**config.mk**
```make
export PLATFORM = sky130hd
export DESIGN_NAME = bp_skid_stage
export DESIGN_NICKNAME = d
export VERILOG_FILES = /design/src/rtl/bp_pkg.sv /design/src/rtl/bp_incr.sv /design/src/rtl/bp_ctrl.sv /design/src/rtl/bp_regs.sv /design/src/rtl/bp_skid_stage.sv
export SDC_FILE = /design/constraint.sdc
export NUM_CORES = 1
export LEC_CHECK = 0
export BUFFER_PORTS_ARGS = -buffer_cell sky130_fd_sc_hd__buf_2
export CORE_MARGIN = 2
export CORE_UTILIZATION = 51
export DETAILED_ROUTE_END_ITERATION = 8
export GPL_TIMING_DRIVEN = 0
export HOLD_SLACK_MARGIN = 0.1
export PLACE_DENSITY = 0.78
export SLEW_MARGIN = 30
export SYNTH_ARGS = -nofsm -noshare
export SYNTH_HDL_FRONTEND = slang
export SYNTH_SLANG_ARGS = --single-unit
```
**constraint.sdc**
```tcl
create_clock -name clk -period 5 [get_ports clk]
set_input_delay 1.25 -clock clk [delete_from_list [all_inputs] [get_ports clk]]
set_output_delay 1.25 -clock clk [all_outputs]
set_load 0.01 [all_outputs]
```
**src/rtl/bp_pkg.sv**
```systemverilog
// Package bp_pkg
// Shared types for the incrementing skid stage.
// Assumes: a stage holds at most two words.
package bp_pkg;

    // Number of words held by the stage.
    typedef enum logic [1:0] {
        OCC_NONE = 2'd0,
        OCC_ONE  = 2'd1,
        OCC_TWO  = 2'd2
    } occ_t;

endpackage

```
**src/rtl/bp_incr.sv**
```systemverilog
// Module bp_incr
// Applies the fixed datapath transform: adds one, wrapping at 2^DATA_W.
// Assumes: purely combinational, used at the entry of the stage.
module bp_incr #(
    parameter int DATA_W = 16
) (
    input  logic [DATA_W-1:0] a_i,
    output logic [DATA_W-1:0] y_o
);

    localparam logic [DATA_W-1:0] STEP = DATA_W'(1);

    // Incremented word.
    always_comb begin
        y_o = a_i + STEP;
    end

endmodule

```
**src/rtl/bp_ctrl.sv**
```systemverilog
// Module bp_ctrl
// Occupancy controller. Decides when the output and skid registers load,
// and drives the registered strobe and busy flags.
// Assumes: the upstream is ignored while busy is high; skid data loads
// into the output only on a consume.
module bp_ctrl
    import bp_pkg::*;
(
    input  logic clk,
    input  logic rst_n,
    input  logic up_stb_i,
    input  logic dn_busy_i,
    output logic ld_out_o,
    output logic out_from_skid_o,
    output logic ld_skid_o,
    output logic stb_o,
    output logic busy_o
);

    occ_t state_q, state_d;
    logic stb_q, busy_q;
    logic accept, consume;

    // Handshake events on the coming edge.
    always_comb begin
        accept  = up_stb_i & ~busy_q;
        consume = stb_q & ~dn_busy_i;
    end

    // Next occupancy and register load controls.
    always_comb begin
        state_d         = state_q;
        ld_out_o        = 1'b0;
        out_from_skid_o = 1'b0;
        ld_skid_o       = 1'b0;
        case (state_q)
            OCC_NONE: begin
                if (accept) begin
                    ld_out_o = 1'b1;
                    state_d  = OCC_ONE;
                end
            end
            OCC_ONE: begin
                if (consume) begin
                    if (accept) ld_out_o = 1'b1;
                    else        state_d  = OCC_NONE;
                end else if (accept) begin
                    ld_skid_o = 1'b1;
                    state_d   = OCC_TWO;
                end
            end
            OCC_TWO: begin
                if (consume) begin
                    ld_out_o        = 1'b1;
                    out_from_skid_o = 1'b1;
                    state_d         = OCC_ONE;
                end
            end
            default: state_d = OCC_NONE;
        endcase
    end

    // State and flag registers, synchronous active-low reset.
    always_ff @(posedge clk) begin
        if (!rst_n) begin
            state_q <= OCC_NONE;
            stb_q   <= 1'b0;
            busy_q  <= 1'b0;
        end else begin
            state_q <= state_d;
            stb_q   <= (state_d != OCC_NONE);
            busy_q  <= (state_d == OCC_TWO);
        end
    end

    assign stb_o  = stb_q;
    assign busy_o = busy_q;


    skid_full_chk: assert property (@(posedge clk) disable iff (!rst_n)
        busy_q |-> stb_q);


    busy_hold_chk: assert property (@(posedge clk) disable iff (!rst_n)
        busy_q && dn_busy_i |=> busy_q);


    busy_release_chk: assert property (@(posedge clk) disable iff (!rst_n)
        busy_q && !dn_busy_i |=> !busy_q && stb_q);


    drain_chk: assert property (@(posedge clk) disable iff (!rst_n)
        stb_q && !busy_q && !dn_busy_i && !up_stb_i |=> !stb_q);

endmodule

```
**src/rtl/bp_regs.sv**
```systemverilog
// Module bp_regs
// Data storage: the output register and the skid register.
// Assumes: load controls come from bp_ctrl; the incoming word is
// already transformed.
module bp_regs #(
    parameter int DATA_W = 16
) (
    input  logic              clk,
    input  logic              ld_out_i,
    input  logic              out_from_skid_i,
    input  logic              ld_skid_i,
    input  logic [DATA_W-1:0] word_i,
    output logic [DATA_W-1:0] out_o
);

    logic [DATA_W-1:0] out_q, skid_q;

    // Output register: takes the skid word or the fresh word.
    always_ff @(posedge clk) begin
        if (ld_out_i) out_q <= out_from_skid_i ? skid_q : word_i;
    end

    // Skid register: catches the word that arrives during a stall.
    always_ff @(posedge clk) begin
        if (ld_skid_i) skid_q <= word_i;
    end

    assign out_o = out_q;

endmodule

```
**src/rtl/bp_skid_stage.sv**
```systemverilog
// Module bp_skid_stage
// One pipeline stage with strobe/busy flow control. It adds one to every
// word and holds up to two words (output plus skid register).
// Assumes: the producer watches up_busy_o; synchronous active-low reset.
module bp_skid_stage #(
    parameter int DATA_W = 16
) (
    input  logic              clk,
    input  logic              rst_n,
    input  logic              up_stb_i,
    input  logic [DATA_W-1:0] up_data_i,
    output logic              up_busy_o,
    output logic              dn_stb_o,
    output logic [DATA_W-1:0] dn_data_o,
    input  logic              dn_busy_i
);

    logic [DATA_W-1:0] word_inc;
    logic              ld_out, out_from_skid, ld_skid;

    bp_incr #(.DATA_W(DATA_W)) u_incr (
        .a_i (up_data_i),
        .y_o (word_inc)
    );

    bp_ctrl u_ctrl (
        .clk             (clk),
        .rst_n           (rst_n),
        .up_stb_i        (up_stb_i),
        .dn_busy_i       (dn_busy_i),
        .ld_out_o        (ld_out),
        .out_from_skid_o (out_from_skid),
        .ld_skid_o       (ld_skid),
        .stb_o           (dn_stb_o),
        .busy_o          (up_busy_o)
    );

    bp_regs #(.DATA_W(DATA_W)) u_regs (
        .clk             (clk),
        .ld_out_i        (ld_out),
        .out_from_skid_i (out_from_skid),
        .ld_skid_i       (ld_skid),
        .word_i          (word_inc),
        .out_o           (dn_data_o)
    );


    hold_data_chk: assert property (@(posedge clk) disable iff (!rst_n)
        dn_stb_o && dn_busy_i |=> dn_stb_o && $stable(dn_data_o));


    accept_chk: assert property (@(posedge clk) disable iff (!rst_n)
        up_stb_i && !up_busy_o |=> dn_stb_o);


    incr_chk: assert property (@(posedge clk) disable iff (!rst_n)
        up_stb_i && !up_busy_o && (!dn_stb_o || !dn_busy_i)
        |=> dn_data_o == DATA_W'($past(up_data_i) + 1'b1));

endmodule

```
==> results of run 1 <==
==> final timing paths <==
check,slack (ps),startpoint,cells past startpoint,endpoint
worst max-delay path,2250,dn_busy_i,6,u_regs.out_o[15]
worst min-delay path,540,u_regs.skid_q[1],2,u_regs.out_o[1]
worst max register to register,2940,u_ctrl.stb_o,5,u_regs.out_o[15]
worst min register to register,540,u_regs.skid_q[1],2,u_regs.out_o[1]
==> per-layer routing <==
metal	up-vias	global-route usage [%]	share of wire (%)
li1	532	-	-
met4	0	9.94	2.9
met2	42	30.1	49
met5	-	0	0
met3	11	5.76	5.8
met1	503	22.9	43
==> flip-flops by register name, indices dropped and copies added, names as in the netlist <==
signal,cells
u_regs.out_o,16
u_ctrl.stb_o,1
u_ctrl.busy_o,1
u_ctrl.state_q,2
u_regs.skid_q,16
==> metrics by stage <==
stage / util, % / worst slack, ps / total power, mW / hold slack, ps
6_report: 63.3 / 2250 / 0.628 / 541
5_1_grt: 63.3 / 2190 / 0.659 / 571
4_1_cts: 63.3 / 2250 / 0.635 / 546
3_5_place_dp: 61.6 / 1880 / 0.490 / 520
3_3_place_gp: 61.6 / 1910 / 0.485 / 491
2_1_floorplan: - / 2220 / 0.445 / 484
==> power by group through the flow <==
stage	clock, mW	sequential, mW	combinational [mW]
after floorplan	0	0.397	0.0484
after global placement	0	0.385	0.100
after detailed placement	0	0.387	0.104
after CTS	0.151	0.380	0.104
after global routing	0.161	0.384	0.114
final	0.145	0.380	0.103
==> worst reg2reg max path: cells and delay by family (launching register included) <==
kind / cells / cell delay (ps)
flip-flops: 1 / 390
buffers and inverters: 2 / 310
AND/OR/NAND/NOR: 3 / 1000
==> synth_stat cells <==
cell type   n  share of area (%)
a21oi_1     1               0.30
a221o_1     1               0.60
a22o_1      1               0.53
and3_1      4                1.5
and3_2      1               0.45
and4_1      1               0.53
buf_6       1               0.68
buf_8       1               0.91
dfxtp_1     4                4.8
edfxtp_1   32                 58
ha_1        1               0.76
inv_1       1               0.23
mux2_2      8                5.4
mux2_4      4                3.6
mux2i_1     1               0.60
nand2_1    11                2.5
nand2b_4    1               0.83
nand3_1     7                2.1
nand4_1     4                1.5
nor2_1      9                2.0
nor2b_1     2               0.76
nor3_1      1               0.30
nor3b_1     2               0.91
nor4_1      4                1.5
or3b_1      1               0.53
xnor2_1     8                4.2
xor2_1      7                3.7
==> cells by family (layout without fill, tap and decap cells) <==
logic type	Yosys count	in the layout	share of synthesized area, %
multiplexers	13	13	9.68
adder cells (fa/ha/maj)	1	1	0.756
XOR/XNOR	15	15	7.94
flip-flops	36	36	62.9
AO/OA/AOI/OAI	3	3	1.44
buffers and inverters	3	48	1.81
AND/OR/NAND/NOR	48	48	15.5
==> cells in the final DEF (no fill, tap or decap), drive strengths merged <==
cell type	netlist	layout
nor3	1	1
a22o	1	1
nor2	9	9
ha	1	1
edfxtp	32	32
inv	1	1
mux2i	1	1
nor4	4	4
nand2b	1	1
clkinv	0	3
and3	5	5
nand4	4	4
nand3	7	7
a221o	1	1
buf	2	39
mux2	12	12
xor2	7	7
a21oi	1	1
dfxtp	4	4
nor2b	2	2
nand2	11	11
nor3b	2	2
and4	1	1
clkbuf	0	5
xnor2	8	8
or3b	1	1
==> final cells by class <==
| class | count | share of cell area, % |
|---|---|---|
| Sequential cell | 36 | 53.5 |
| Timing Repair Buffer | 37 | 9.51 |
| Clock buffer | 5 | 1.93 |
| Multi-Input combinational cell | 80 | 30.0 |
| Clock inverter | 3 | 0.707 |
| Buffer | 2 | 1.35 |
| Inverter | 1 | 0.193 |
| Tap cell | 44 | 2.83 |
==> run_results.csv, run 1 <==
group,metric,value,unit
power,p_seq_share,60.5,%
sta,worstMarginPinSlew,727,ps
synth,syn_avg_cell_area,13.9,um^2
clock_tree,clockBufferDepth,2,
worst_setup_path,critPathLaunchType,"primary input",
floorplanning,rows,20,
synth,yosys.cell_types.count,27,
worst_setup_path,cp_slowest_cell,"nand2_1",
grt,grt_first_pass_wirelength,4890,um
worst_setup_path,crit_family,"simple AND/OR/NAND/NOR gates",
clock_tree,h-tree-depth,2,
floorplanning,die_h,61.0,um
final_layout,regArea,1040,um^2
final_layout,stdcell_count,208,
sta,fin_crit_sh,55.0,%
clock_tree,numCtsBuffers,5,
clock_tree,root_buffer,"clkbuf_4",
power,clkPwrFrac,23.1,%
clock_tree,clk_latency,340,ps
routing,num_vias,1088,
floorplanning,start_util,53.8,%
floorplanning,design.die.area,3720,um^2
floorplanning,chipWidth,61.0,um
routing,drt_iter0_drc,25,
worst_setup_path,cp-end-kind,"flip-flop",
power,powerDensity,322,nW/um^2
placement,post_dp_cell_area,1900,um^2
final_layout,drive_gt1_share,36.6,%
routing,via_per_inst,5.23,
final_layout,n_antenna_cell,0,
routing,dr.pass1.iters,5,
clock_tree,clkSinkCount,36,
sta,min_period,2750,ps
synth,yosysWarnings,0,
floorplanning,ios,38,
power,switching_share,26.4,%
worst_setup_path,required,4980,ps
sta,rsz0062_at_grt,"false",
sta,slew_headroom,51.4,%
power,power.switching,0.165,mW
final_layout,multi_input_area,584,um^2
routing,drt-total-wl,3000,um
placement,gp_congestion,0.861,
sta,hold_violations,0,
synth,syn-instance-count,119,
sta,slew_violations,0,
worst_setup_path,worst-path-buf-inv,3,
routing,wire_per_inst,14.4,um
placement,portBuffers,37,
worst_setup_path,cpPeakStageDelay,540,ps
clock_tree,clkTransAtPathRegs,100,ps
placement,dp_cells,200,
grt,grt_max_degree,17,
synth,yosysSeqAreaShare,62.9,%
outcome,status,"finished, final reports clean",
floorplanning,core-area,3080,um^2
min_path,hold_class,"flip-flop to flip-flop",
power,p_comb_share,16.4,%
routing,ant_nets,0,
sta,fmax,364,MHz
final_layout,final_nets,184,
clock_tree,postCtsSetupBuffers,0,
sta,setup_violations,0,
final_layout,num-fill-cells,255,
routing,drc,0,
worst_setup_path,cp.arrival,2730,ps
placement,dp_hpwl,2210,um
final_layout,syn2layout_area_growth,17.6,%
grt,grt_use_total,18.8,%
synth,ys_ff_latch,36,
sta,tns,0,ps
sta,skew,6.23,ps
power,leakage,0.783,nW
worst_setup_path,path_cells,"buf_2, nand2b_4, or3b_1, buf_6, buf_8, nand2_1",
final_layout,fin_area,1950,um^2
grt,grt_antenna_before_repair,0,
clock_tree,cts_resized,0,
power,vdd_drop_max,157,uV
clock_tree,ctsHoldBuffers,0,
flow_run,drv_cap,0,
power,p_int,0.462,mW
worst_setup_path,crit_fanout,16,
grt,overflow,0,
synth,synth_nets,140,
synth,synth_area,1660,um^2
grt,first_global_vias,1104,
worst_setup_path,critPathKind,"primary input to flip-flop",
clock_tree,cts_tree,"built",
(Power assumes the default switching activity.)
==> run 2, diff against run 1 <==
--- a/config.mk
+++ b/config.mk
@@ -5,13 +5,14 @@
 export SDC_FILE = /design/constraint.sdc
 export NUM_CORES = 1
 export LEC_CHECK = 0
+export ABC_AREA = 1
 export BUFFER_PORTS_ARGS = -buffer_cell sky130_fd_sc_hd__buf_2
 export CORE_MARGIN = 2
-export CORE_UTILIZATION = 51
+export CORE_UTILIZATION = 48
 export DETAILED_ROUTE_END_ITERATION = 8
 export GPL_TIMING_DRIVEN = 0
 export HOLD_SLACK_MARGIN = 0.1
-export PLACE_DENSITY = 0.78
+export PLACE_DENSITY = 0.77
 export SLEW_MARGIN = 30
 export SYNTH_ARGS = -nofsm -noshare
 export SYNTH_HDL_FRONTEND = slang
==> constraint.sdc (replaced) <==
create_clock -name clk -period 2.4 [get_ports clk]
set_input_delay 0.6 -clock clk [delete_from_list [all_inputs] [get_ports clk]]
set_output_delay 0.6 -clock clk [all_outputs]
set_load 0.01 [all_outputs]
==> run 2 against run 1 <==
Die area is 9.4% higher. Routed wire length up 0.53%. Non-clock buffer count unchanged. Total power up 95%. Via count rose by 15%. Combinational power is 67% higher. Sequential cell count did not move. Clock skew rose by 3.1 ps. Global-route usage decreased by 2.1 points. Clock power up 110%. Design area up 3.2%. Worst setup slack lost 1700 ps. Largest cell class unchanged.
==> run_results.csv, run 2 <==
group,metric,value,unit
synth,async_flop_share,0,%
placement,portBuffers,37,
synth,syn_avg_cell_area,9.43,um^2
min_path,holdPathEnd,"u_ctrl.state_q[0]",
clock_tree,ctsHoldBuffers,0,
clock_tree,cts_tree,"built",
worst_setup_path,cp_slowest_cell,"inv_1",
worst_setup_path,critPathLaunchType,"primary input",
clock_tree,clkTransAtPathRegs,100,ps
flow_run,drv_cap,0,
floorplanning,design.die.area,4070,um^2
sta,min_period,1870,ps
floorplanning,core-area,3390,um^2
sta,slew_headroom,44.7,%
synth,yosys_most_used_dff,"edfxtp_1",
sta,rsz0062_at_grt,"false",
sta,setup_violations,0,
floorplanning,chipWidth,63.8,um
routing,dr.pass1.iters,4,
power,powerDensity,610,nW/um^2
synth,synth_edf_count,32,
min_path,hold_class,"primary input to flip-flop",
final_layout,n_antenna_cell,0,
worst_setup_path,cp-end-kind,"flip-flop",
routing,ant_nets,0,
clock_tree,h-tree-depth,2,
sta,fmax,535,MHz
worst_setup_path,reg2reg_to,"u_regs.out_o[10]",
worst_setup_path,cpPeakStageDelay,510,ps
synth,synthTopCellsByArea,"edfxtp_1 (56%), nand2_1 (16%), dfxtp_1 (4.7%), inv_1 (4.4%), nor2_1 (2.8%)",
power,vdd_drop_max,353,uV
clock_tree,clk_latency,330,ps
worst_setup_path,r2r_cells,6,
synth,synth_nets,203,
final_layout,layout_commonest_cell,"nand2_1",
sta,slew_violations,0,
grt,overflow,0,
routing,drc,0,
sta,worstMarginPinSlew,828,ps
worst_setup_path,required,2370,ps
synth,yosys.cell_types.count,22,
grt,grt_first_pass_wirelength,5110,um
grt,grt_max_degree,17,
routing,drt_iter0_drc,40,
synth,synth_area_leader_cell,"edfxtp_1",
synth,synth_top_area_share,56.0,%
grt,grt_antenna_before_repair,0,
grt,grt_use_total,16.7,%
outcome,status,"finished, final reports clean",
worst_setup_path,rrSetupSlack,540,ps
worst_setup_path,path_cells,"buf_2, nor2_1, inv_1, nor2_4, o21ai_0, inv_1",
synth,synth_top_cells_by_count,"nand2_1 (74), edfxtp_1 (32), inv_1 (20)",
final_layout,syn2layout_area_growth,17.1,%
final_layout,layout_common_cells,"nand2_1 (74), buf_2 (37), edfxtp_1 (32), inv_1 (20), nor2_1 (12)",
sta,skew,9.35,ps
final_layout,drive_gt1_share,22.9,%
final_layout,num-fill-cells,298,
synth,yosysWarnings,0,
sta,fin_crit_sh,77.9,%
clock_tree,root_buffer,"clkbuf_4",
placement,post_dp_cell_area,1960,um^2
clock_tree,postCtsSetupBuffers,0,
clock_tree,clockBufferDepth,2,
min_path,min_delay_path_depth,3,
min_path,min-delay-start,"rst_n",
synth,yosysSeqAreaShare,60.7,%
worst_setup_path,crit_top_cell,"inv_1",
routing,num_vias,1255,
worst_setup_path,critPathKind,"primary input to flip-flop",
floorplanning,ios,38,
synth,synth_most_common_cell,"nand2_1",
synth,ys_ff_latch,36,
clock_tree,cts_resized,0,
placement,dp_hpwl,2190,um
floorplanning,die_h,63.8,um
synth,synth_area,1720,um^2
routing,drt-total-wl,3020,um
floorplanning,start_util,50.6,%
worst_setup_path,crit_fanout,16,
worst_setup_path,cp.arrival,1840,ps
worst_setup_path,r2r_start,"u_ctrl.stb_o",
routing,wire_per_inst,11.1,um
final_layout,final_nets,247,
final_layout,fin_area,2010,um^2
clock_tree,clkSinkCount,36,
power,leakage,0.914,nW
sta,hold_violations,0,
routing,via_per_inst,4.60,
synth,syn-instance-count,182,
sta,tns,0,ps
placement,gp_congestion,0.805,
floorplanning,rows,21,
clock_tree,numCtsBuffers,5,
grt,first_global_vias,1200,
-- run 2: per-layer routing --
layer | vias to the layer above | GRT usage, % | wire (um) | share of wire, %
met1 | 545 | 19.7 | 1380 | 46
met2 | 31 | 27.7 | 1460 | 48
met3 | 8 | 3.87 | 117 | 3.9
li1 | 671 | - | - | -
met5 | - | 0 | 0 | 0
met4 | 0 | 10.1 | 58 | 1.9
-- run 2: cells by family after synthesis --
group,Yosys count,synth area share [%]
AOI/OAI and AO/OA,5,1.53
adders and majority gates,1,0.729
and+or+nand+nor,109,27.3
buffers and inverters,23,5.69
xor gates and xnor gates,8,4.08
DFF,36,60.7
-- run 2: worst max-delay path: cells and delay by family --
family                 cells  cell delay (ps)
AOI/OAI and AO/OA          1              150
buffers and inverters      3              720
and+or+nand+nor            2              370
-- run 2: through the flow --
step / util (%) / total power, mW / setup WS, ps / instances / hold slack, ps
floorplan: - / 0.866 / 454 / 182 / 494
global placement: 57.8 / 0.933 / 61.8 / 265 / 499
detailed placement: 57.8 / 0.940 / 156 / 265 / 501
CTS: 59.3 / 1.24 / 519 / 273 / 482
global route: 59.3 / 1.30 / 308 / 273 / 504
finish: 59.3 / 1.23 / 531 / 273 / 493
-- run 2: area by class of cell --
class / instances / area [um^2] / share of cell area, %
Sequential cell: 36 / 1040 / 51.8
Multi-Input combinational cell: 123 / 579 / 28.8
Timing Repair Buffer: 37 / 185 / 9.22
Inverter: 21 / 78.8 / 3.92
Tap cell: 46 / 57.6 / 2.86
Clock buffer: 7 / 45.0 / 2.24
Buffer: 2 / 18.8 / 0.934
Clock inverter: 1 / 3.75 / 0.187
-- run 2: worst max path at each step --
stage | start | endpoint | slack [ps] | cells after the start
final | dn_busy_i | u_regs.out_o[10] | 530 | 6
after global routing | u_ctrl.stb_o | u_regs.out_o[6] | 310 | 6
after floorplan | dn_busy_i | u_regs.skid_q[0] | 450 | 4
after detailed placement | dn_busy_i | u_regs.out_o[10] | 160 | 6
after CTS | u_ctrl.stb_o | u_regs.out_o[6] | 520 | 6
after global placement | dn_busy_i | u_regs.skid_q[10] | 60 | 5
-- run 2: where the power goes --
part / switching [mW] / leakage [nW] / internal, mW
Sequential: 0.0113 / 0.332 / 0.742
Clock: 0.188 / 0.0269 / 0.113
Combinational: 0.112 / 0.555 / 0.0600
Total: 0.311 / 0.914 / 0.914
==> run 3, diff against run 2 <==
--- a/config.mk
+++ b/config.mk
@@ -5,14 +5,14 @@
 export SDC_FILE = /design/constraint.sdc
 export NUM_CORES = 1
 export LEC_CHECK = 0
-export ABC_AREA = 1
+export ABC_AREA = 0
 export BUFFER_PORTS_ARGS = -buffer_cell sky130_fd_sc_hd__buf_2
 export CORE_MARGIN = 2
-export CORE_UTILIZATION = 48
+export CORE_UTILIZATION = 47
 export DETAILED_ROUTE_END_ITERATION = 8
 export GPL_TIMING_DRIVEN = 0
 export HOLD_SLACK_MARGIN = 0.1
-export PLACE_DENSITY = 0.77
+export PLACE_DENSITY = 0.76
 export SLEW_MARGIN = 30
 export SYNTH_ARGS = -nofsm -noshare
 export SYNTH_HDL_FRONTEND = slang
==> constraint.sdc (replaced) <==
create_clock -name clk -period 1.7 [get_ports clk]
set_input_delay 0.425 -clock clk [delete_from_list [all_inputs] [get_ports clk]]
set_output_delay 0.425 -clock clk [all_outputs]
set_load 0.01 [all_outputs]
==> run 3 against run 2 <==
Global-route usage up 0.23 points. Routed wire length increased by 0.83%. Critical endpoint is now u_regs.out_o[13]. Design area decreased by 2.6%. Highest routed layer unchanged. Clock power is 40% higher. Largest power group unchanged. Worst setup slack worse by 470 ps. Total power grew 51%.
==> run_results.csv, run 3 (synthesis results as in run 1) <==
group,metric,value,unit
min_path,hold_class,"primary input to flip-flop",
final_layout,utilization,58.2,%
grt,grt_max_degree,17,
floorplanning,start_util,49.2,%
final_layout,final_nets,184,
worst_setup_path,r2r_start,"u_ctrl.stb_o",
final_layout,stdcell_count,210,
sta,setup_violations,0,
final_layout,layout_common_cells,"buf_2 (37), edfxtp_1 (32), nand2_1 (10), nor2_1 (9)",
sta,rsz0062_at_grt,"false",
power,p_int,1.37,mW
clock_tree,root_buffer,"clkbuf_4",
final_layout,syn2layout_area_growth,18.2,%
sta,skew,10.5,ps
min_path,min-delay-start,"rst_n",
worst_setup_path,crit_start,"u_ctrl.stb_o",
sta,slew_headroom,63.2,%
power,p_seq_share,60.4,%
clock_tree,numCtsBuffers,5,
placement,pre_cts_slack,-199,ps
clock_tree,clk_latency,340,ps
sta,fmax,610,MHz
clock_tree,postCtsSetupBuffers,0,
floorplanning,ios,38,
grt,overflow,0,
sta,hold_violations,0,
clock_tree,clkSinkCount,36,
power,clkPwrFrac,22.8,%
power,leakage,0.781,nW
final_layout,n_antenna_cell,0,
routing,drt_iter0_drc,43,
clock_tree,clkTransAtPathRegs,100,ps
floorplanning,rows,21,
worst_setup_path,critPathLaunchType,"flip-flop",
final_layout,num-fill-cells,308,
final_layout,drive_gt1_share,37.2,%
power,total_power,1.85,mW
floorplanning,chipWidth,63.3,um
placement,dp_cells,202,
placement,portBuffers,37,
sta,slew_violations,0,
sta,final.setup.worst_slack,60.8,ps
worst_setup_path,crit_fanout,10,
power,switching_share,25.8,%
routing,via_per_inst,5.22,
routing,dr.pass1.iters,4,
clock_tree,h-tree-depth,2,
routing,ant_nets,0,
grt,grt_antenna_before_repair,0,
sta,worstMarginPinSlew,550,ps
final_layout,layout_commonest_cell,"buf_2",
grt,grt_use_total,17.0,%
clock_tree,ctsHoldBuffers,0,
routing,num_vias,1097,
routing,drc,0,
sta,fin_crit_sh,96.4,%
clock_tree,cts_tree,"built",
routing,wire_per_inst,14.5,um
floorplanning,core-area,3360,um^2
flow_run,drv_cap,0,
placement,dp_hpwl,2290,um
power,powerDensity,946,nW/um^2
placement,post_dp_cell_area,1910,um^2
power,p_comb_share,16.8,%
outcome,status,"finished, final reports clean",
worst_setup_path,cp.arrival,1730,ps
power,power.switching,0.478,mW
grt,first_global_vias,1089,
worst_setup_path,critPathKind,"flip-flop to flip-flop",
worst_setup_path,required,1790,ps
placement,gp_congestion,0.808,
floorplanning,design.die.area,4010,um^2
routing,drt-total-wl,3040,um
clock_tree,clockBufferDepth,2,
floorplanning,die_h,63.3,um
grt,grt_first_pass_wirelength,5080,um
sta,min_period,1640,ps
worst_setup_path,cp-end-kind,"flip-flop",
final_layout,fin_area,1960,um^2
power,vdd_drop_max,458,uV
[run 3: layer usage]
metal	up-vias	track usage (%)	wire, um
met2	33	27.2	1430
met4	0	8.15	61
li1	533	-	-
met5	-	0	0
met3	8	3.57	135
met1	523	21.9	1410
[run 3: final timing paths]
kind                            to  slack (ps)  cells after the start
setup reg to reg  u_regs.out_o[13]          60                      5
setup / recovery  u_regs.out_o[13]          60                      5
hold / removal       u_ctrl.busy_o         350                      3
hold reg to reg    u_regs.out_o[1]         530                      2
[run 3: repair_timing]
action                                  in CTS  in global routing
resized for setup                            0                  1
endpoints found under the setup margin       0                 20
hold endpoints to repair                     0                  0
[run 3: final cells by class]
type	instances	area, um^2	area share, %
Timing Repair Buffer	37	185	9.46
Sequential cell	36	1040	53.3
Multi-Input combinational cell	80	592	30.2
Clock buffer	7	45.0	2.30
Buffer	2	26.3	1.34
Inverter	1	3.75	0.192
Clock inverter	1	5.00	0.256
Tap cell	46	57.6	2.94
[run 3: power by group through the flow]
stage	combinational, mW	sequential [mW]	clock [mW]
after floorplan	0.148	1.17	0
after CTS	0.315	1.12	0.435
after global routing	0.345	1.13	0.468
after global placement	0.303	1.13	0
final	0.311	1.12	0.422
after detailed placement	0.313	1.14	0
[run 3: worst max-delay path: stages (launching register included)]
cell	delay, ps
dfxtp_2	360
nand2b_4	70
or3b_1	360
buf_6	160
buf_8	150
mux2_4	290
[run 3: stage by stage]
step                      hold WS, ps  TNS, ps
after CTS                         339        0
after global routing              346        0
after global placement            512    -3850
final                             352        0
after detailed placement          513    -4320
after floorplan                   484     -155
